## src/rtl/spi_regport_pkg.sv

```systemverilog
package spi_regport_pkg;

  // Transaction phase of the serial engine
  typedef enum logic [1:0] {
    PH_IDLE = 2'd0,  // chip select high
    PH_CMD  = 2'd1,  // receiving the command byte
    PH_DATA = 2'd2,  // moving data bytes
    PH_HOLD = 2'd3   // single access done, wait for deselect
  } spi_phase_e;

endpackage

```

## src/rtl/spi_sync.sv

```systemverilog
module spi_sync #(
  parameter int               WIDTH   = 4,
  parameter int               STAGES  = 2,
  parameter logic [WIDTH-1:0] RST_VAL = '1
) (
  input  logic             clk,
  input  logic             rst_n,
  input  logic [WIDTH-1:0] d,
  output logic [WIDTH-1:0] q
);

  logic [WIDTH-1:0] stg_q [STAGES];

  generate
    if (STAGES < 2) begin : g_bad_depth
      initial $error("spi_sync needs at least two stages");
    end
  endgenerate

  always_ff @(posedge clk or negedge rst_n) begin
    if (!rst_n) begin
      for (int s = 0; s < STAGES; s++) stg_q[s] <= RST_VAL;
    end else begin
      stg_q[0] <= d;
      for (int s = 1; s < STAGES; s++) stg_q[s] <= stg_q[s-1];
    end
  end

  assign q = stg_q[STAGES-1];

endmodule

```

## src/rtl/spi_regfile.sv

```systemverilog
module spi_regfile #(
  parameter int DATA_W   = 8,
  parameter int ADDR_W   = 6,
  parameter int CFG_ADDR = 49,
  parameter int CFG_BIT  = 6
) (
  input  logic                     clk,
  input  logic                     rst_n,
  input  logic                     we,
  input  logic [ADDR_W-1:0]        addr,
  input  logic [DATA_W-1:0]        wdata,
  output logic [DATA_W-1:0]        rdata,
  output logic [(1<<ADDR_W)*DATA_W-1:0] flat,
  output logic [(1<<ADDR_W)-1:0]   wstb,
  output logic                     cfg_3w
);

  localparam int DEPTH = 1 << ADDR_W;

  logic [DEPTH*DATA_W-1:0] mem_q;
  logic [DEPTH-1:0]        wen;
  logic [DEPTH-1:0]        wstb_q;

  // per-entry write enable decode
  generate
    for (genvar i = 0; i < DEPTH; i++) begin : g_dec
      assign wen[i] = we & (addr == ADDR_W'(i));
    end
  endgenerate

  always_ff @(posedge clk or negedge rst_n) begin
    if (!rst_n) begin
      mem_q <= '0;
    end else begin
      for (int i = 0; i < DEPTH; i++) begin
        if (wen[i]) mem_q[i*DATA_W +: DATA_W] <= wdata;
      end
    end
  end

  always_ff @(posedge clk or negedge rst_n) begin
    if (!rst_n) wstb_q <= '0;
    else        wstb_q <= wen;
  end

  assign rdata  = mem_q[int'(addr)*DATA_W +: DATA_W];
  assign flat   = mem_q;
  assign wstb   = wstb_q;
  assign cfg_3w = mem_q[CFG_ADDR*DATA_W + CFG_BIT];


  wstb_onehot_chk: assert property (@(posedge clk) disable iff (!rst_n)
    $onehot0(wstb_q));


  regs_hold_chk: assert property (@(posedge clk) disable iff (!rst_n)
    !we |=> $stable(mem_q));

endmodule

```

## src/rtl/spi_engine.sv

```systemverilog
module spi_engine
  import spi_regport_pkg::*;
#(
  parameter int DATA_W = 8,
  parameter int ADDR_W = 6
) (
  input  logic              clk,
  input  logic              rst_n,
  input  logic              sck_s,
  input  logic              csn_s,
  input  logic              mosi_s,
  input  logic              sdio_s,
  input  logic              cfg_3w,
  input  logic [DATA_W-1:0] rdata,
  output logic              we,
  output logic [ADDR_W-1:0] addr,
  output logic [DATA_W-1:0] wdata,
  output logic              so,
  output logic              so_oe,
  output logic              sdio_o,
  output logic              sdio_oe
);

  localparam int BC_W = $clog2(DATA_W);
  localparam logic [BC_W-1:0] LAST_BIT = BC_W'(DATA_W - 1);

  // registers
  logic              sck_prev_q, sck_prev_d;
  spi_phase_e        phase_q, phase_d;
  logic [BC_W-1:0]   bcnt_q, bcnt_d;
  logic [DATA_W-2:0] rx_q, rx_d;
  logic [DATA_W-2:0] tx_q, tx_d;
  logic              rd_q, rd_d;
  logic              mb_q, mb_d;
  logic [ADDR_W-1:0] addr_q, addr_d;
  logic              out_q, out_d;
  logic              m3w_q, m3w_d;

  // combinational helpers
  logic              sck_rise, sck_fall, din, byte_end;
  logic [DATA_W-1:0] byte_w;
  spi_phase_e        ph;

  assign sck_rise = sck_s & ~sck_prev_q;
  assign sck_fall = ~sck_s & sck_prev_q;
  assign din      = m3w_q ? sdio_s : mosi_s;
  assign byte_w   = {rx_q, din};
  assign byte_end = sck_rise & (bcnt_q == LAST_BIT);
  assign ph       = (phase_q == PH_IDLE) ? PH_CMD : phase_q;

  // next-state logic
  always_comb begin
    sck_prev_d = sck_s;
    phase_d    = phase_q;
    bcnt_d     = bcnt_q;
    rx_d       = rx_q;
    tx_d       = tx_q;
    rd_d       = rd_q;
    mb_d       = mb_q;
    addr_d     = addr_q;
    out_d      = out_q;
    m3w_d      = m3w_q;
    we         = 1'b0;

    if (csn_s) begin
      phase_d = PH_IDLE;
      bcnt_d  = '0;
      m3w_d   = cfg_3w;
    end else begin
      phase_d = ph;
      if (sck_rise) begin
        rx_d   = byte_w[DATA_W-2:0];
        bcnt_d = byte_end ? '0 : bcnt_q + BC_W'(1);
        if (byte_end) begin
          case (ph)
            PH_CMD: begin
              rd_d    = byte_w[DATA_W-1];
              mb_d    = byte_w[DATA_W-2];
              addr_d  = byte_w[ADDR_W-1:0];
              phase_d = PH_DATA;
            end
            PH_DATA: begin
              we = ~rd_q;
              if (mb_q) addr_d  = addr_q + ADDR_W'(1);
              else      phase_d = PH_HOLD;
            end
            default: ;
          endcase
        end
      end else if (sck_fall && rd_q) begin
        if (ph == PH_DATA) begin
          if (bcnt_q == '0) begin
            out_d = rdata[DATA_W-1];
            tx_d  = rdata[DATA_W-2:0];
          end else begin
            out_d = tx_q[DATA_W-2];
            tx_d  = {tx_q[DATA_W-3:0], 1'b0};
          end
        end else if (ph == PH_HOLD) begin
          out_d = 1'b0;
        end
      end
    end
  end

  // register process
  always_ff @(posedge clk or negedge rst_n) begin
    if (!rst_n) begin
      sck_prev_q <= 1'b1;
      phase_q    <= PH_IDLE;
      bcnt_q     <= '0;
      rx_q       <= '0;
      tx_q       <= '0;
      rd_q       <= 1'b0;
      mb_q       <= 1'b0;
      addr_q     <= '0;
      out_q      <= 1'b0;
      m3w_q      <= 1'b0;
    end else begin
      sck_prev_q <= sck_prev_d;
      phase_q    <= phase_d;
      bcnt_q     <= bcnt_d;
      rx_q       <= rx_d;
      tx_q       <= tx_d;
      rd_q       <= rd_d;
      mb_q       <= mb_d;
      addr_q     <= addr_d;
      out_q      <= out_d;
      m3w_q      <= m3w_d;
    end
  end

  assign addr    = addr_q;
  assign wdata   = byte_w;
  assign so      = out_q;
  assign sdio_o  = out_q;
  assign so_oe   = ~csn_s & ~m3w_q;
  assign sdio_oe = ~csn_s & m3w_q & rd_q & (phase_q == PH_DATA);


  idle_on_deselect_chk: assert property (@(posedge clk) disable iff (!rst_n)
    csn_s |=> (phase_q == PH_IDLE && bcnt_q == '0));


  mode_hold_chk: assert property (@(posedge clk) disable iff (!rst_n)
    (phase_q != PH_IDLE && !csn_s) |=> $stable(m3w_q));


  addr_step_chk: assert property (@(posedge clk) disable iff (!rst_n)
    (byte_end && !csn_s && phase_q == PH_DATA && mb_q)
      |=> (addr_q == $past(addr_q) + ADDR_W'(1)));


  single_hold_chk: assert property (@(posedge clk) disable iff (!rst_n)
    (byte_end && !csn_s && phase_q == PH_DATA && !mb_q) |=> (phase_q == PH_HOLD));


  pins_exclusive_chk: assert property (@(posedge clk) disable iff (!rst_n)
    sdio_oe |-> !so_oe);

endmodule

```

## src/rtl/spi_regport.sv

```systemverilog
module spi_regport #(
  parameter int DATA_W      = 8,
  parameter int CFG_ADDR    = 49,
  parameter int CFG_BIT     = 6,
  parameter int SYNC_STAGES = 2
) (
  input  logic clk,
  input  logic rst_n,
  input  logic spi_csn,
  input  logic spi_sck,
  input  logic spi_mosi,
  output logic spi_so,
  output logic spi_so_oe,
  input  logic spi_sdio_i,
  output logic spi_sdio_o,
  output logic spi_sdio_oe,
  output logic [(1<<(DATA_W-2))*DATA_W-1:0] reg_flat,
  output logic [(1<<(DATA_W-2))-1:0]        reg_wstb
);

  localparam int ADDR_W = DATA_W - 2;

  // reset: asynchronous assert, synchronous release
  logic [1:0] rst_pipe_q;
  logic       rst_n_int;

  always_ff @(posedge clk or negedge rst_n) begin
    if (!rst_n) rst_pipe_q <= 2'b00;
    else        rst_pipe_q <= {rst_pipe_q[0], 1'b1};
  end
  assign rst_n_int = rst_pipe_q[1];

  // pin resampling: {sdio, mosi, csn, sck}
  logic [3:0] pins_s;
  logic       sck_s, csn_s, mosi_s, sdio_s;

  spi_sync #(
    .WIDTH  (4),
    .STAGES (SYNC_STAGES),
    .RST_VAL(4'b1111)
  ) u_sync (
    .clk  (clk),
    .rst_n(rst_n_int),
    .d    ({spi_sdio_i, spi_mosi, spi_csn, spi_sck}),
    .q    (pins_s)
  );

  assign sck_s  = pins_s[0];
  assign csn_s  = pins_s[1];
  assign mosi_s = pins_s[2];
  assign sdio_s = pins_s[3];

  logic              we, cfg_3w;
  logic [ADDR_W-1:0] addr;
  logic [DATA_W-1:0] wdata, rdata;

  spi_engine #(
    .DATA_W(DATA_W),
    .ADDR_W(ADDR_W)
  ) u_engine (
    .clk    (clk),
    .rst_n  (rst_n_int),
    .sck_s  (sck_s),
    .csn_s  (csn_s),
    .mosi_s (mosi_s),
    .sdio_s (sdio_s),
    .cfg_3w (cfg_3w),
    .rdata  (rdata),
    .we     (we),
    .addr   (addr),
    .wdata  (wdata),
    .so     (spi_so),
    .so_oe  (spi_so_oe),
    .sdio_o (spi_sdio_o),
    .sdio_oe(spi_sdio_oe)
  );

  spi_regfile #(
    .DATA_W  (DATA_W),
    .ADDR_W  (ADDR_W),
    .CFG_ADDR(CFG_ADDR),
    .CFG_BIT (CFG_BIT)
  ) u_regs (
    .clk   (clk),
    .rst_n (rst_n_int),
    .we    (we),
    .addr  (addr),
    .wdata (wdata),
    .rdata (rdata),
    .flat  (reg_flat),
    .wstb  (reg_wstb),
    .cfg_3w(cfg_3w)
  );


  strobe_in_txn_chk: assert property (@(posedge clk) disable iff (!rst_n_int)
    (|reg_wstb) |-> !$past(csn_s));

endmodule

```

## config.mk

```make
export PLATFORM = sky130hd
export DESIGN_NAME = spi_regport
export DESIGN_NICKNAME = d
export VERILOG_FILES = /design/src/rtl/spi_regport_pkg.sv /design/src/rtl/spi_sync.sv /design/src/rtl/spi_regfile.sv /design/src/rtl/spi_engine.sv /design/src/rtl/spi_regport.sv
export SDC_FILE = /design/constraint.sdc
export NUM_CORES = 1
export LEC_CHECK = 0
export BUFFER_PORTS_ARGS = -buffer_cell sky130_fd_sc_hd__buf_2
export CELL_PAD_IN_SITES_DETAIL_PLACEMENT = 1
export CELL_PAD_IN_SITES_GLOBAL_PLACEMENT = 1
export CORE_MARGIN = 1.5
export CORE_UTILIZATION = 45
export CTS_CLUSTER_SIZE = 24
export DETAILED_ROUTE_END_ITERATION = 12
export PLACE_DENSITY = 0.81
export SLEW_MARGIN = 10
export SYNTH_ARGS = -nofsm -noshare
export SYNTH_HDL_FRONTEND = slang
export SYNTH_HIERARCHICAL = 1
export SYNTH_SLANG_ARGS = --single-unit
```

## constraint.sdc

```tcl
create_clock -name clk -period 23.6 [get_ports clk]
set_input_delay 3.54 -clock clk [delete_from_list [all_inputs] [get_ports clk]]
set_output_delay 3.54 -clock clk [all_outputs]
set_load 0.05 [all_outputs]
```

==> results.json <==
{
  "syn_inst": 1739,
  "crit_path_start": "u_engine/phase_q[1]",
  "cts_tree": "built",
  "fin_nets": 2305,
  "final_cell_mix": "597 x dfrtp_1, 585 x buf_2, 523 x mux2_2, 128 x mux4_2, 69 x clkbuf_16",
  "antenna_found_initial": 0,
  "core_um2": 58910,
  "start_util_pct": 45.41,
  "drive_above_1_share_pct": 61.10,
  "synth_edf_count": 0,
  "cp.arrival_ns": 1.87,
  "syn_nets": 1749,
  "finClkSkew_ns": 0.03273,
  "vias": 18330,
  "ys_types": 47,
  "grt_usage_pct": 32.11,
  "first_global_vias": 19710,
  "die_w_um": 246.8,
  "ys_seq_area_share_pct": 57.66,
  "cts_buffer_depth": 3,
  "hold_start": "rst_pipe_q[0]",
  "fin_tns_setup_ns": 0,
  "wl_per_cell_um": 31.32,
  "mappedNetlistArea_um2": 26750,
  "fillerInstances": 5860,
  "critPathKind": "reg2out",
  "rrSetupSlack_ns": 19.25,
  "cts_resized": 0,
  "holdWs_ns": 0.3503,
  "clk_latency_ns": 0.62,
  "overflow": 0,
  "cts_hold_buf": 0,
  "p_leak_nw": 17.73,
  "vias_per_cell": 5.872,
  "synth_area_per_cell_um2": 15.38,
  "rsz0062_at_grt": "false",
  "path_max_fanout": 13,
  "tightestPinTransition_ns": 1.078,
  "place_congestion": 0.8364,
  "cts_htree_levels": 3,
  "clk_pin_slew_ns": 0.06,
  "hpwl_mm": 67.11,
  "finalCritPeriodShare_pct": 22.93,
  "period_needed_ns": 5.411,
  "grt_pass1_wl_mm": 142.0,
  "synth_seq_cells": 616,
  "synthToLayoutAreaGrowth_pct": 22.22,
  "critPathLaunchType": "flop",
  "detail-route-antenna-nets": 0,
  "final_common_cell": "dfrtp_1",
  "dr.pass1.iters": 5,
  "ir_drop_uv": 58.54,
  "cts_buffers": 68,
  "dr.first_iter.drc_count": 1273,
  "drc": 0,
  "slew_viol_final": 0,
  "portBuffers": 585,
  "relSlewSlack_pct": 28.12,
  "worstReg2RegStart": "u_engine/addr[0]",
  "setup_viol": 0,
  "power_density_nw_per_um2": 72.52,
  "die_h_um": 246.8,
  "grt_max_degree": 82,
  "crit_path_end_kind": "output pin",
  "die_area_um2": 60920,
  "hold_class": "reg2reg",
  "cts_setup_buffers": 0,
  "crit_required_ns": 20.06,
  "hold_viol": 0,
  "p_total_mw": 2.371,
  "wirelength_mm": 97.76,
  "synth_flop_cell": "dfrtp_1",
  "status": "completed",
  "drv_cap": 0,
  "yosysWarnings": 6,
  "synthArstFlopShare_pct": 100.0,
  "row_count": 89,
  "ios": 586,
  "cts-root-buf": "clkbuf_16",
  "cts.sinks": 616,
  "max_freq_ghz": 0.1848
}
[final cells by class]
cell class	instances	area [um^2]	area share, %
well taps	773	967.2	2.958
clock buffers	91	1949	5.962
inverters	47	176.4	0.5396
clock inverters	31	442.9	1.355
multi-input cells	949	10570	32.34
flip-flops and latches	616	15450	47.24
repair buffers	613	3138	9.597
diodes	1	2.502	0.007653
[synthesized netlist by cell type (all sizes together), types with 2 or more instances]
cell type,n,area (um^2)
nand3b,3,22.52
nand2,60,225.2
nand3,14,75.07
a22oi,65,493.0
or4,8,60.06
mux4,128,2883
clkbuf,80,302.8
nor3,6,45.04
and3,3,18.77
buf,47,296.5
mux2,523,5889
ha,4,50.05
dfstp,9,236.5
nor3b,2,15.01
a21oi,42,214.0
nor2b,6,37.54
mux2i,8,80.08
nand2b,9,58.81
nor2,40,202.7
inv,47,176.4
o21ai,12,60.05
dfrtp,607,15190
or2,3,18.77
[report_power, final]
group          internal [mW]  total [mW]  switching (mW)
Combinational         0.0186       0.129           0.110
Clock                  0.675        1.14           0.461
Sequential              1.06        1.11          0.0433
[worst paths after layout]
check                                   end  cells past startpoint
setup / recovery                spi_sdio_oe                      3
hold / removal                rst_pipe_q[1]                      0
setup reg to reg           u_engine/tx_q[3]                      8
hold reg to reg               rst_pipe_q[1]                      0
max in group asynchronous  u_engine/addr[1]                      3
min in group asynchronous  u_regs/flat[276]                      0
[routing by layer]
metal | part of all wire, % | track usage (%)
met5 | 0 | 0
met1 | 40 | 41.38
met2 | 50 | 53.00
met3 | 6.2 | 6.653
met4 | 4.3 | 13.24
[worst max-delay path: stages (launching register included)]
cell and delay [ns]:
dfrtp_1 0.49, and2b_4 0.30, and3_1 0.19, buf_2 0.28
[cell families (layout without fill, tap and decap cells)]
family                     count (synthesis)  in the layout  share of synthesized area, %
AOI/OAI and AO/OA                        124            124                         3.007
adders and majority gates                  4              4                        0.1871
buffers and inverters                    174            782                         2.900
DFF                                      616            616                         57.66
muxes                                    659            659                         33.09
other                                      1              2                       0.01402
and+or+nand+nor                          161            161                         3.138
[sequential cells by signal, summed over array words and instances, names as in the netlist, 2 cells and up]
name	cells
rst_pipe_q	2
u_engine/addr	6
u_engine/bcnt_q	3
u_engine/phase_q	2
u_engine/rx_q	7
u_engine/tx_q	7
u_regs/flat	512
u_regs/wstb	64
u_sync/q	4
u_sync/stg_q	4
[per-stage QoR]
stage	instance area [um^2]	setup WS, ns	util (%)	std cells
2_1_floorplan	26750	5.175	-	1739
3_3_place_gp	30300	18.86	51.44	2998
3_5_place_dp	30300	18.82	51.44	2998
4_1_cts	32690	18.16	55.50	3120
5_1_grt	32690	18.10	55.50	3120
6_report	32700	18.19	55.50	3121
(Power assumes the default switching activity.)
